File: config.mk
export PLATFORM = sky130hd
export DESIGN_NAME = fw_booth_mul
export DESIGN_NICKNAME = d
export VERILOG_FILES = /design/src/rtl/fwbm_pkg.sv /design/src/rtl/fwbm_recoder.sv /design/src/rtl/fwbm_sorter.sv /design/src/rtl/fwbm_pp_window.sv /design/src/rtl/fwbm_csa_reduce.sv /design/src/rtl/fw_booth_mul.sv
export SDC_FILE = /design/constraint.sdc
export NUM_CORES = 1
export LEC_CHECK = 0
export BUFFER_PORTS_ARGS = -buffer_cell sky130_fd_sc_hd__buf_4
export CAP_MARGIN = 20
export CORE_ASPECT_RATIO = 2
export CORE_MARGIN = 5
export CORE_UTILIZATION = 35
export CTS_CLUSTER_DIAMETER = 60
export DETAILED_ROUTE_END_ITERATION = 10
export PLACE_DENSITY_LB_ADDON = 0.2
export SLEW_MARGIN = 20
export SYNTH_ARGS = -nofsm -noshare
export SYNTH_HDL_FRONTEND = slang
export SYNTH_SLANG_ARGS = --single-unit
File: constraint.sdc
create_clock -name clk_i -period 11.95 [get_ports clk_i]
set_clock_uncertainty 0.1 [all_clocks]
set_input_delay 2.39 -clock clk_i [delete_from_list [all_inputs] [get_ports clk_i]]
set_output_delay 2.39 -clock clk_i [all_outputs]
set_load 0.02 [all_outputs]
File: src/rtl/fwbm_pkg.sv
package fwbm_pkg;

    // One recoded radix-4 digit: sign and magnitude select
    typedef struct packed {
        logic neg;
        logic one;
        logic two;
    } bdig_t;

    // Number of compensation bits produced from the sorted nonzero flags
    function automatic int comp_width(int digits);
        return (digits >= 3) ? (digits - 1) / 2 : 1;
    endfunction

endpackage

File: src/rtl/fwbm_recoder.sv
module fwbm_recoder
    import fwbm_pkg::*;
#(
    parameter int N = 8
) (
    input  logic [N-1:0]         b_i,
    output bdig_t [N/2-1:0]      dig_o,
    output logic  [N/2-1:0]      nz_o
);
    localparam int D = N / 2;

    logic [N:0] b_ext;
    assign b_ext = {b_i, 1'b0};

    for (genvar j = 0; j < D; j++) begin : g_dig
        logic hi, mid, lo;
        assign hi  = b_ext[2*j+2];
        assign mid = b_ext[2*j+1];
        assign lo  = b_ext[2*j];
        assign dig_o[j].neg = hi;
        assign dig_o[j].one = mid ^ lo;
        assign dig_o[j].two = (hi & ~mid & ~lo) | (~hi & mid & lo);
        assign nz_o[j]      = (mid ^ lo) | (hi ^ mid);
    end

endmodule

File: src/rtl/fwbm_sorter.sv
module fwbm_sorter #(
    parameter int D = 4
) (
    input  logic [D-1:0] nz_i,
    output logic [D-1:0] sorted_o
);
    // Odd-even transposition network of AND/OR pairs: ones gather at index 0
    logic [D-1:0] st [D+1];
    assign st[0] = nz_i;

    for (genvar s = 0; s < D; s++) begin : g_stage
        for (genvar i = 0; i < D; i++) begin : g_lane
            if ((i % 2 == s % 2) && (i + 1 < D)) begin : g_hi
                assign st[s+1][i] = st[s][i] | st[s][i+1];
            end else if ((i >= 1) && ((i - 1) % 2 == s % 2)) begin : g_lo
                assign st[s+1][i] = st[s][i-1] & st[s][i];
            end else begin : g_pass
                assign st[s+1][i] = st[s][i];
            end
        end
    end

    assign sorted_o = st[D];

endmodule

File: src/rtl/fwbm_pp_window.sv
module fwbm_pp_window
    import fwbm_pkg::*;
#(
    parameter int N = 8,
    parameter int M = 1
) (
    input  logic [N-1:0]                  a_i,
    input  bdig_t [N/2-1:0]               dig_i,
    input  logic [M-1:0]                  comp_i,
    output logic [N/2+2+M-1:0][N:0]       rows_o
);
    localparam int D = N / 2;
    localparam int W = N + 1;

    // Sign-extension constant folded into the kept window, plus rounding 1
    function automatic logic [W-1:0] fold_const();
        logic [2*N-1:0] acc;
        logic [2*N-1:0] unit;
        acc  = '0;
        unit = 1;
        for (int j = 0; j < D; j++) begin
            acc = acc - (unit << (2*j + N));
        end
        return acc[2*N-1:N-1] | W'(1);
    endfunction

    localparam logic [W-1:0] FOLD_K = fold_const();

    // Bit k of the (n+1)-bit row selected by a digit, inverted when negative
    function automatic logic row_bit(bdig_t d, logic [N-1:0] a, int k);
        logic [N:0] ext, dbl, mag;
        ext = {a[N-1], a};
        dbl = {a, 1'b0};
        mag = d.one ? ext : (d.two ? dbl : '0);
        return mag[k] ^ d.neg;
    endfunction

    always_comb begin
        int k;
        rows_o = '0;
        for (int j = 0; j < D; j++) begin
            for (int w = 0; w < W; w++) begin
                k = w + N - 1 - 2*j;
                if (k >= 0 && k < N) begin
                    rows_o[j][w] = row_bit(dig_i[j], a_i, k);
                end else if (k == N) begin
                    rows_o[j][w] = ~row_bit(dig_i[j], a_i, N);
                end
            end
        end
        rows_o[D] = FOLD_K;
        // pre-added lowest bit and correction of the last row: carry survives
        rows_o[D+1][0] = row_bit(dig_i[D-1], a_i, 0) & dig_i[D-1].neg;
        for (int i = 0; i < M; i++) begin
            rows_o[D+2+i][0] = comp_i[i];
        end
    end

endmodule

File: src/rtl/fwbm_csa_reduce.sv
module fwbm_csa_reduce #(
    parameter int W    = 9,
    parameter int ROWS = 7
) (
    input  logic [ROWS-1:0][W-1:0] rows_i,
    output logic [W-1:0]           sum_o
);
    localparam int SLOTS = ROWS + 2;

    always_comb begin
        logic [W-1:0] cur [SLOTS];
        logic [W-1:0] nxt [SLOTS];
        int cnt;
        int ncnt;
        for (int i = 0; i < SLOTS; i++) begin
            cur[i] = (i < ROWS) ? rows_i[i] : '0;
            nxt[i] = '0;
        end
        cnt = ROWS;
        for (int s = 0; s < ROWS; s++) begin
            if (cnt > 2) begin
                for (int i = 0; i < SLOTS; i++) nxt[i] = '0;
                ncnt = 0;
                for (int g = 0; g < ROWS; g += 3) begin
                    if (g + 2 < cnt) begin
                        nxt[ncnt]   = cur[g] ^ cur[g+1] ^ cur[g+2];
                        nxt[ncnt+1] = ((cur[g] & cur[g+1]) | (cur[g] & cur[g+2])
                                       | (cur[g+1] & cur[g+2])) << 1;
                        ncnt = ncnt + 2;
                    end else if (g < cnt) begin
                        nxt[ncnt] = cur[g];
                        ncnt = ncnt + 1;
                        if (g + 1 < cnt) begin
                            nxt[ncnt] = cur[g+1];
                            ncnt = ncnt + 1;
                        end
                    end
                end
                for (int i = 0; i < SLOTS; i++) cur[i] = nxt[i];
                cnt = ncnt;
            end
        end
        sum_o = cur[0] + ((cnt > 1) ? cur[1] : '0);
    end

endmodule

File: src/rtl/fw_booth_mul.sv
module fw_booth_mul
    import fwbm_pkg::*;
#(
    parameter int N = 8
) (
    input  logic         clk_i,
    input  logic         rst_ni,
    input  logic         valid_i,
    input  logic [N-1:0] a_i,
    input  logic [N-1:0] b_i,
    output logic [N-1:0] prod_o,
    output logic         done_o
);
    localparam int D    = N / 2;
    localparam int W    = N + 1;
    localparam int M    = comp_width(D);
    localparam int ROWS = D + 2 + M;

    typedef struct packed {
        logic [N-1:0] prod;
        logic         done;
    } state_t;

    bdig_t [D-1:0]           dig;
    logic  [D-1:0]           nz;
    logic  [D-1:0]           sorted;
    logic  [M-1:0]           comp;
    logic  [ROWS-1:0][W-1:0] rows;
    logic  [W-1:0]           win_sum;
    state_t                  st_d, st_q;

    fwbm_recoder #(.N(N)) u_rec (
        .b_i   (b_i),
        .dig_o (dig),
        .nz_o  (nz)
    );

    fwbm_sorter #(.D(D)) u_sort (
        .nz_i     (nz),
        .sorted_o (sorted)
    );

    // every second sorted position above the first gives one compensation unit
    for (genvar k = 1; k <= M; k++) begin : g_comp
        if (2*k < D) begin : g_tap
            assign comp[k-1] = sorted[2*k];
        end else begin : g_zero
            assign comp[k-1] = 1'b0;
        end
    end

    fwbm_pp_window #(.N(N), .M(M)) u_pp (
        .a_i    (a_i),
        .dig_i  (dig),
        .comp_i (comp),
        .rows_o (rows)
    );

    fwbm_csa_reduce #(.W(W), .ROWS(ROWS)) u_tree (
        .rows_i (rows),
        .sum_o  (win_sum)
    );

    always_comb begin
        st_d      = st_q;
        st_d.done = valid_i;
        if (valid_i) begin
            st_d.prod = win_sum[W-1:1];
        end
    end

    always_ff @(posedge clk_i) begin
        if (!rst_ni) begin
            st_q <= '0;
        end else begin
            st_q <= st_d;
        end
    end

    assign prod_o = st_q.prod;
    assign done_o = st_q.done;


    reset_clear_chk: assert property (@(posedge clk_i) disable iff (!rst_ni)
        $rose(rst_ni) |-> (prod_o == '0 && !done_o));


    done_after_valid_chk: assert property (@(posedge clk_i) disable iff (!rst_ni)
        valid_i |=> done_o);


    no_stray_done_chk: assert property (@(posedge clk_i) disable iff (!rst_ni)
        !valid_i |=> !done_o);


    prod_hold_chk: assert property (@(posedge clk_i) disable iff (!rst_ni)
        !valid_i |=> $stable(prod_o));


    comp_count_chk: assert property (@(posedge clk_i) disable iff (!rst_ni)
        $countones(comp) == (($countones(nz) == 0) ? 0 : ($countones(nz) - 1) / 2));

    for (genvar i = 0; i + 1 < D; i++) begin : g_order

        sorted_order_chk: assert property (@(posedge clk_i) disable iff (!rst_ni)
            sorted[i+1] |-> sorted[i]);
    end

    for (genvar j = 0; j < D; j++) begin : g_digchk

        digit_select_chk: assert property (@(posedge clk_i) disable iff (!rst_ni)
            $onehot0({dig[j].one, dig[j].two}) && (nz[j] == (dig[j].one | dig[j].two)));
    end

endmodule

==> metrics.md, run 1 <==
| Metric | Value |
|---|---|
| Die Area | 0.00665 mm^2 |
| Area delta synth->final | 15.4% |
| GR Overflow Total | 0 |
| Syn Inst Count | 206 |
| Clock Path Buffers | 2 |
| DRC errors left | 0 |
| Post-synth EDFFs | 0 |
| Ys async rst share | 0% |
| Sequential share of power | 10.8% |
| Combinational share of power | 80.8% |
| Final wirelength | 3.93 mm |
| Area occupied by multi-input gates | 0.00146 mm^2 |
| Number of inserted diodes | 0 |
| Fillers | 522 |
| Internal power | 0.215 mW |
| Post-synthesis sequential area ratio | 10.2% |
| Layout cells sized above 1 | 20.1% |
| Mapped Area | 0.00177 mm^2 |
| Critical Path AT | 6.51 ns |
| Switching part of the total power | 46.8% |
| Fmax | 0.155 GHz |
| Psw | 0.189 mW |
| Max-slew violations | 0 |
| TritonRoute pass-1 iters | 4 |
| Hold WC Path Type | flip-flop to flip-flop |
| Initial Utilization | 36.0% |
| Slew HR | 66.2% |
| Pwr Density | 198 mW/mm^2 |
| Die Width | 60.2 um |
| Setup Viol. Count Final | 0 |
| Hold Path Depth | 1 |
| Postcts setup bufs | 0 |
| Row count | 36 |
| PnR Total Power | 0.403 mW |
| Final ANT Viol Nets | 0 |
| Setup TNS | 0 ns |
| Final Cycle Share | 54.0% |
| Tmin final | 6.46 ns |
| Clock sink total | 9 |
| R2R depth | 2 |
| CTS Hold Bufs | 0 |
| Nature of the critical path endpoint | flip-flop |
| Cell Chain, Critical Path | buf_4, inv_2, ha_1, and3_1, a31o_2, a22oi_1, xnor2_1, fa_1, fa_1, inv_1, fa_1, ha_1, ha_1, nand4_1, a21oi_1, or4_1, a31oi_1 |
| Initial antenna violation count | 0 |
| Max incr delay on CP | 0.54 ns |
| Status | completed |
| Final core utilization | 41.5% |
| Synth Warn # | 0 |
| Synth unique cells | 49 |
| Initial drt markers | 50 |
| Total number of vias | 1453 |
| Post-CTS sizing | 0 |
| Final GP Congestion | 0.843 |
| Max cap viols | 0 |
| Reg area | 180 um^2 |
| Largest net degree at the start of global routing | 17 |
| Critical-path top delay cell | fa_1 |
| Worst-Margin Slew | 0.507 ns |
| WL/cell | 13.7 um |
| CTS tree | built |
| IO Count | 28 |
| Die Height | 110 um |
| Clock power frac | 8.5% |
| #FFs+latches synth | 9 |
| CTS root buffer | clkbuf_8 |
| Fin nets | 285 |
| Total number of H-tree levels | 1 |
| Crit path kind | input port to flip-flop |
| Core ar. | 0.00491 mm^2 |
| Total global-route track usage | 12.9% |
| Hpwl dp | 3.54 mm |
| Leak Pwr | 0.937 nW |
| VDD IR max | 0.123 mV |
| Crit-path max FO | 6 |
| Port Buf Inserts | 27 |
| Hold Fails Final Rpt | 0 |
| WP data required | 12.00 ns |
| First-pass GRT wire length | 6.77 mm |
| Worst skew pair latency | 0.22 ns |
| Number of global-route vias before repair | 1581 |
| Avg Synthesized Cell Area | 8.57 um^2 |
| Dominant synthesized flop cell | dfxtp_1 |
| RSZ-0062 raised after global routing | no |
| Clk slew on worst S/H paths | 0.04 ns |
| Syn Nets | 261 |
| Worst Setup Start Kind | input port |
| DR vias/cell | 5.08 |
| CTS Buf Count | 3 |
path summary, 6_finish.rpt:
kind,startpoint,to,slack [ns]
min,prod_o[2],prod_o[2],0.38
max,b_i[3],prod_o[7],5.49
min reg2reg,prod_o[2],prod_o[2],0.38
max reg2reg,prod_o[4],prod_o[4],11.10
flip-flops by register name, indices dropped and copies added (netlist names):
name	count
prod_o	8
done_o	1
routing by layer:
layer | global-route usage [%] | share of wire [%]
met1 | 12.1 | 34
met4 | 5.47 | 3.2
met2 | 25.7 | 60
met5 | 0 | 0
met3 | 0.818 | 3.1
synth_stat cells (2+ instances only):
cell type / number / share of area, %
a31oi_1: 2 / 0.71
xor2_1: 3 / 1.5
clkbuf_1: 4 / 0.85
fa_1: 11 / 12
nand2_1: 30 / 6.4
xnor2_1: 25 / 12
ha_1: 25 / 18
mux2i_1: 3 / 1.7
buf_2: 2 / 0.57
nor2_1: 2 / 0.43
buf_6: 2 / 1.3
a22oi_1: 3 / 1.3
nand3b_1: 3 / 1.3
or3_1: 3 / 1.1
nand4_1: 3 / 1.1
nand3_1: 5 / 1.4
inv_2: 3 / 0.64
nor2b_1: 4 / 1.4
dfxtp_1: 9 / 10
a21oi_1: 12 / 3.4
o21ai_0: 4 / 1.1
a21oi_2: 4 / 2.0
inv_1: 18 / 3.8
cell type report:
cell class	instances	share of cell area (%)
multi-input combinational	168	71.6
timing repair buffer	27	9.95
sequential	9	8.85
tap	57	3.50
clock buffer	4	2.21
inverter	21	3.87
power groups by stage:
stage	Combinational [mW]	Sequential, mW	Clock [mW]
after global routing	0.374	0.0446	0.0370
final	0.326	0.0434	0.0342
after floorplan	0.245	0.0536	0
after detailed placement	0.329	0.0442	0
after global placement	0.329	0.0442	0
after CTS	0.332	0.0438	0.0348
kinds of logic (layout without fill, tap and decap cells):
| kind of cell | count (synthesis) | in the layout | share of synthesized area [%] |
|---|---|---|---|
| compound gates | 40 | 40 | 16.9 |
| xor+xnor | 31 | 31 | 17.3 |
| fa+ha+maj | 37 | 37 | 30.8 |
| buf+inv | 29 | 52 | 7.16 |
| flops | 9 | 9 | 10.2 |
| mux | 3 | 3 | 1.70 |
| simple gates | 57 | 57 | 15.9 |
worst max-delay path, delay by kind of cell:
kind	cells	cell delay (ns)
AO/OA/AOI/OAI	4	0.69
AND/OR/NAND/NOR	3	0.76
XOR/XNOR	1	0.17
buffers and inverters	3	0.30
adder cells (fa/ha/maj)	6	2.18
through the flow:
step	instance area [um^2]	hold WS, ns	setup WS (ns)	std cells
global placement	1990	0.365	5.25	282
global route	2040	0.405	5.29	286
detailed placement	1990	0.376	5.24	282
floorplan	1770	0.489	5.50	206
finish	2040	0.380	5.49	286
CTS	2040	0.387	5.46	286
cells in the final DEF (no fill, tap or decap), types with 2 or more instances in the layout:
master    count
a21oi_2       4
nand3_1       5
inv_2         3
or3_1         3
nand2_1      30
xnor2_1      25
xor2_1        3
dfxtp_1       9
nor2b_1       4
o21ai_0       4
a22oi_1       3
buf_4        27
inv_1        18
ha_1         25
mux2i_1       3
a31oi_1       2
nor2_1        2
nand3b_1      3
nand4_1       3
a21oi_1      12
clkbuf_8      3
fa_1         11
Power figures use the tool's default switching activity.
==> run 2: changes to the inputs <==
--- a/config.mk
+++ b/config.mk
@@ -5,6 +5,7 @@
 export SDC_FILE = /design/constraint.sdc
 export NUM_CORES = 1
 export LEC_CHECK = 0
+export ABC_AREA = 1
 export BUFFER_PORTS_ARGS = -buffer_cell sky130_fd_sc_hd__buf_4
 export CAP_MARGIN = 20
 export CORE_ASPECT_RATIO = 2
==> constraint.sdc (replaced) <==
create_clock -name clk_i -period 6 [get_ports clk_i]
set_clock_uncertainty 0.1 [all_clocks]
set_input_delay 1.2 -clock clk_i [delete_from_list [all_inputs] [get_ports clk_i]]
set_output_delay 1.2 -clock clk_i [all_outputs]
set_load 0.02 [all_outputs]
==> run 2 against run 1 <==
  * Critical path depth up 6
  * Worst setup slack got worse by 4.4 ns
  * Area after synthesis up 6.2%
  * Hold slack improved by 0.018 ns
  * Via count increased by 20%
  * First-iteration DRC count down 14%
  * Global-route usage is 0.13 points higher
  * Cell area grew 6.2%
  * Sequential power rose by 100%
  * Count of clock-buffer cells in the layout is the same
  * Sequential share of layout area down 0.52 points
  * Register-to-register slack worse by 5.9 ns
  * Critical endpoint is now prod_o[5]
  * Largest cell class unchanged
==> metrics.md, run 2 <==
| Metric | Value |
|---|---|
| Worst skew pair latency | 0.23 ns (was 0.22 ns) |
| Cells taking the most area after synthesis | nand2_1 (17%), ha_1 (17%), fa_1 (12%) (was ha_1 (18%), fa_1 (12%), xnor2_1 (12%)) |
| GR Overflow Total | 0 (unchanged) |
| Initial antenna violation count | 0 (unchanged) |
| Number of global-route vias before repair | 1673 (was 1581) |
| Die Width | 61.7 um (was 60.2 um) |
| Worst Setup Start Kind | input port (unchanged) |
| Ys async rst share | 0% (unchanged) |
| Total number of vias | 1742 (was 1453) |
| Mapped Area | 0.00187 mm^2 (was 0.00177 mm^2) |
| Worst-Margin Slew | 0.312 ns (was 0.507 ns) |
| Clock sink total | 9 (unchanged) |
| CTS root buffer | clkbuf_8 (unchanged) |
| Core ar. | 0.00518 mm^2 (was 0.00491 mm^2) |
| Area delta synth->final | 15.4% (about the same) |
| Setup Viol. Count Final | 0 (unchanged) |
| Leading area contributor after synthesis | nand2_1 (was ha_1) |
| Met1 Track Usage GR | 12.9% (was 12.1%) |
| Syn Nets | 343 (was 261) |
| Fmax | 0.204 GHz |
| Port Buf Inserts | 27 (unchanged) |
| Finished Cell Area | 0.00216 mm^2 (was 0.00204 mm^2) |
| Crit path kind | input port to flip-flop (unchanged) |
| Most frequent cells in the layout | nand2_1 (84), inv_1 (52), buf_4 (27) (was nand2_1 (30), buf_4 (27), xnor2_1 (25), ha_1 (25), inv_1 (18)) |
| PnR Total Power | 0.708 mW (was 0.403 mW) |
| Post-synth EDFFs | 0 (unchanged) |
| Pwr Density | 327 mW/mm^2 (was 198 mW/mm^2) |
| Synth Warn # | 0 (unchanged) |
| VDD IR max | 0.257 mV (was 0.123 mV) |
| Critical Path AT | 4.91 ns (was 6.51 ns) |
| TritonRoute pass-1 iters | 4 (unchanged) |
| Commonest cells post-synth | nand2_1 (84), inv_1 (52), ha_1 (25) (was nand2_1 (30), ha_1 (25), xnor2_1 (25)) |
| First-pass GRT wire length | 7.04 mm (was 6.77 mm) |
| Max cap viols | 0 (unchanged) |
| Max FFs per register | 8 (unchanged) |
| Crit-path max FO | 6 (unchanged) |
| Final Cycle Share | 81.5% |
| Commonest non-fill, non-tap cell in the layout | nand2_1 (unchanged) |
| Layout cells sized above 1 | 16.8% (was 20.1%) |
| Largest net degree at the start of global routing | 15 (was 17) |
| Final wirelength | 4.19 mm (was 3.93 mm) |
| Max-slew violations | 0 (unchanged) |
| IO Count | 28 (unchanged) |
| Post-CTS sizing | 0 (unchanged) |
| Most frequent cell after synthesis | nand2_1 (unchanged) |
| #FFs+latches synth | 9 (unchanged) |
| CTS Hold Bufs | 0 (unchanged) |
| Leak Pwr | 1.27 nW (was 0.937 nW) |
| Nature of the critical path endpoint | flip-flop (unchanged) |
| Status | completed (unchanged) |
| Row count | 37 (was 36) |
| CTS tree | built (unchanged) |
| Met3 Use GR | 0.906% (was 0.818%) |
| R2R Setup Slk | 5.25 ns (was 11.10 ns) |
| Synth unique cells | 29 (was 49) |
| Slew HR | 79.1% (was 66.2%) |
| Hold slack | 0.398 ns (was 0.380 ns) |
| Hold WC Path Type | flip-flop to flip-flop (unchanged) |
| WP data required | 6.02 ns (was 12.00 ns) |
| Hpwl dp | 3.78 mm (was 3.54 mm) |
| Initial Utilization | 36.1% (was 36.0%) |
| Met2 GRT Util | 25.7% (about the same) |
| Number of inserted diodes | 0 (unchanged) |
| Cell area after placement | 0.00212 mm^2 (was 0.00199 mm^2) |
| Final GP Congestion | 0.838 (was 0.843) |
| CTS Buf Count | 3 (unchanged) |
| Reg2reg start | prod_o[5] (was prod_o[4]) |
| Avg Synthesized Cell Area | 6.51 um^2 (was 8.57 um^2) |
| Tmin final | 4.89 ns |
| Worst setup path end | prod_o[5] (was prod_o[7]) |
| Post-synthesis sequential area ratio | 9.61% (was 10.2%) |
| R2R depth | 4 (was 2) |
| Clk slew on worst S/H paths | 0.04 ns (about the same) |
| Dominant synthesized flop cell | dfxtp_1 (unchanged) |
| Total global-route track usage | 13.0% (was 12.9%) |
| Die Area | 0.00701 mm^2 (was 0.00665 mm^2) |
| Setup TNS | 0 ns (unchanged) |
| Total number of H-tree levels | 1 (unchanged) |
| RSZ-0062 raised after global routing | no (unchanged) |
| Critical path origin | b_i[3] (unchanged) |
| DRC errors left | 0 (unchanged) |
| Clock Path Buffers | 2 (unchanged) |
| Reg-to-reg endpoint | prod_o[5] (was prod_o[4]) |
| Syn Inst Count | 288 (was 206) |
| Yosys top cell area share | 16.8% (was 17.7%) |
| Die Height | 113 um (was 110 um) |
| Initial drt markers | 43 (was 50) |
| DR vias/cell | 4.67 (was 5.08) |
| Fin nets | 371 (was 285) |
| Final ANT Viol Nets | 0 (unchanged) |
| WL/cell | 11.2 um (was 13.7 um) |
| Postcts setup bufs | 0 (unchanged) |
| Top Usage Layer GRT | met2 (unchanged) |
| Hold Fails Final Rpt | 0 (unchanged) |
run 2: cell count changes after synthesis, moves of 4 or more:
cell      previous run  this run
xor2_1               3         7
o211ai_1             1         5
nor2b_1              4         0
nor2_1               2        18
nand2_1             30        84
o21ai_1              0         6
nand2_4              0         5
xnor2_1             25         1
o21ai_0              4        16
o21ai_2              0         4
a21oi_1             12         5
nand3_1              5        17
inv_1               18        52
run 2: area by class of cell:
type | instances | area [um^2]
fill | 574 | 3020
multi-input combinational | 214 | 1430
inverter | 61 | 236
timing repair buffer | 27 | 203
sequential | 9 | 180
tap | 58 | 72.6
clock buffer | 4 | 45.0
run 2: worst min path at each step:
stage                     startpoint  cells after the start   endpoint
final                      prod_o[0]                      2  prod_o[0]
after global placement     prod_o[1]                      2  prod_o[1]
after global routing       prod_o[1]                      2  prod_o[1]
after floorplan            prod_o[0]                      2  prod_o[0]
after detailed placement   prod_o[0]                      2  prod_o[0]
after CTS                  prod_o[0]                      2  prod_o[0]
run 2: metrics by stage:
step,setup slack (ns),util (%),instances
after floorplan,1.24,-,288
after global placement,0.861,40.9,369
after detailed placement,0.837,40.9,369
after CTS,1.06,41.7,373
after global routing,0.796,41.7,373
final,1.11,41.7,373
run 2: cell families (layout without fill, tap and decap cells):
family | Yosys count | in the layout | synth area share [%]
compound gates | 41 | 41 | 14.2
xor+xnor | 8 | 8 | 3.74
fa+ha+maj | 36 | 36 | 28.4
buf+inv | 65 | 92 | 14.3
flops | 9 | 9 | 9.61
simple gates | 129 | 129 | 29.7
run 2: report_power, final:
part           switching, mW  internal, mW  total, mW
Clock                 0.0222        0.0461     0.0683
Sequential           0.00859        0.0802     0.0888
Combinational          0.311         0.239      0.550
run 2: metal layers:
| metal | part of all wire (%) | vias to the layer above |
|---|---|---|
| met5 | 0 | - |
| met4 | 2.9 | 0 |
| met3 | 3.4 | 10 |
| met2 | 58 | 32 |
| met1 | 35 | 752 |
| li1 | - | 948 |
run 2: critical path: stages:
cell and delay, ns:
buf_4 0.14, inv_2 0.16, ha_1 0.17, inv_1 0.03, nand2_1 0.04, o21ai_0 0.10, o21ai_0 0.22, nand3_1 0.10
nand2_1 0.08, inv_1 0.05, fa_1 0.47, fa_1 0.55, inv_1 0.06, fa_1 0.42, ha_1 0.19, ha_1 0.32
nand3_1 0.08, nand2_1 0.11, nand2_1 0.08, nand3_1 0.07, nand2_1 0.05, o21ai_0 0.14, inv_1 0.05
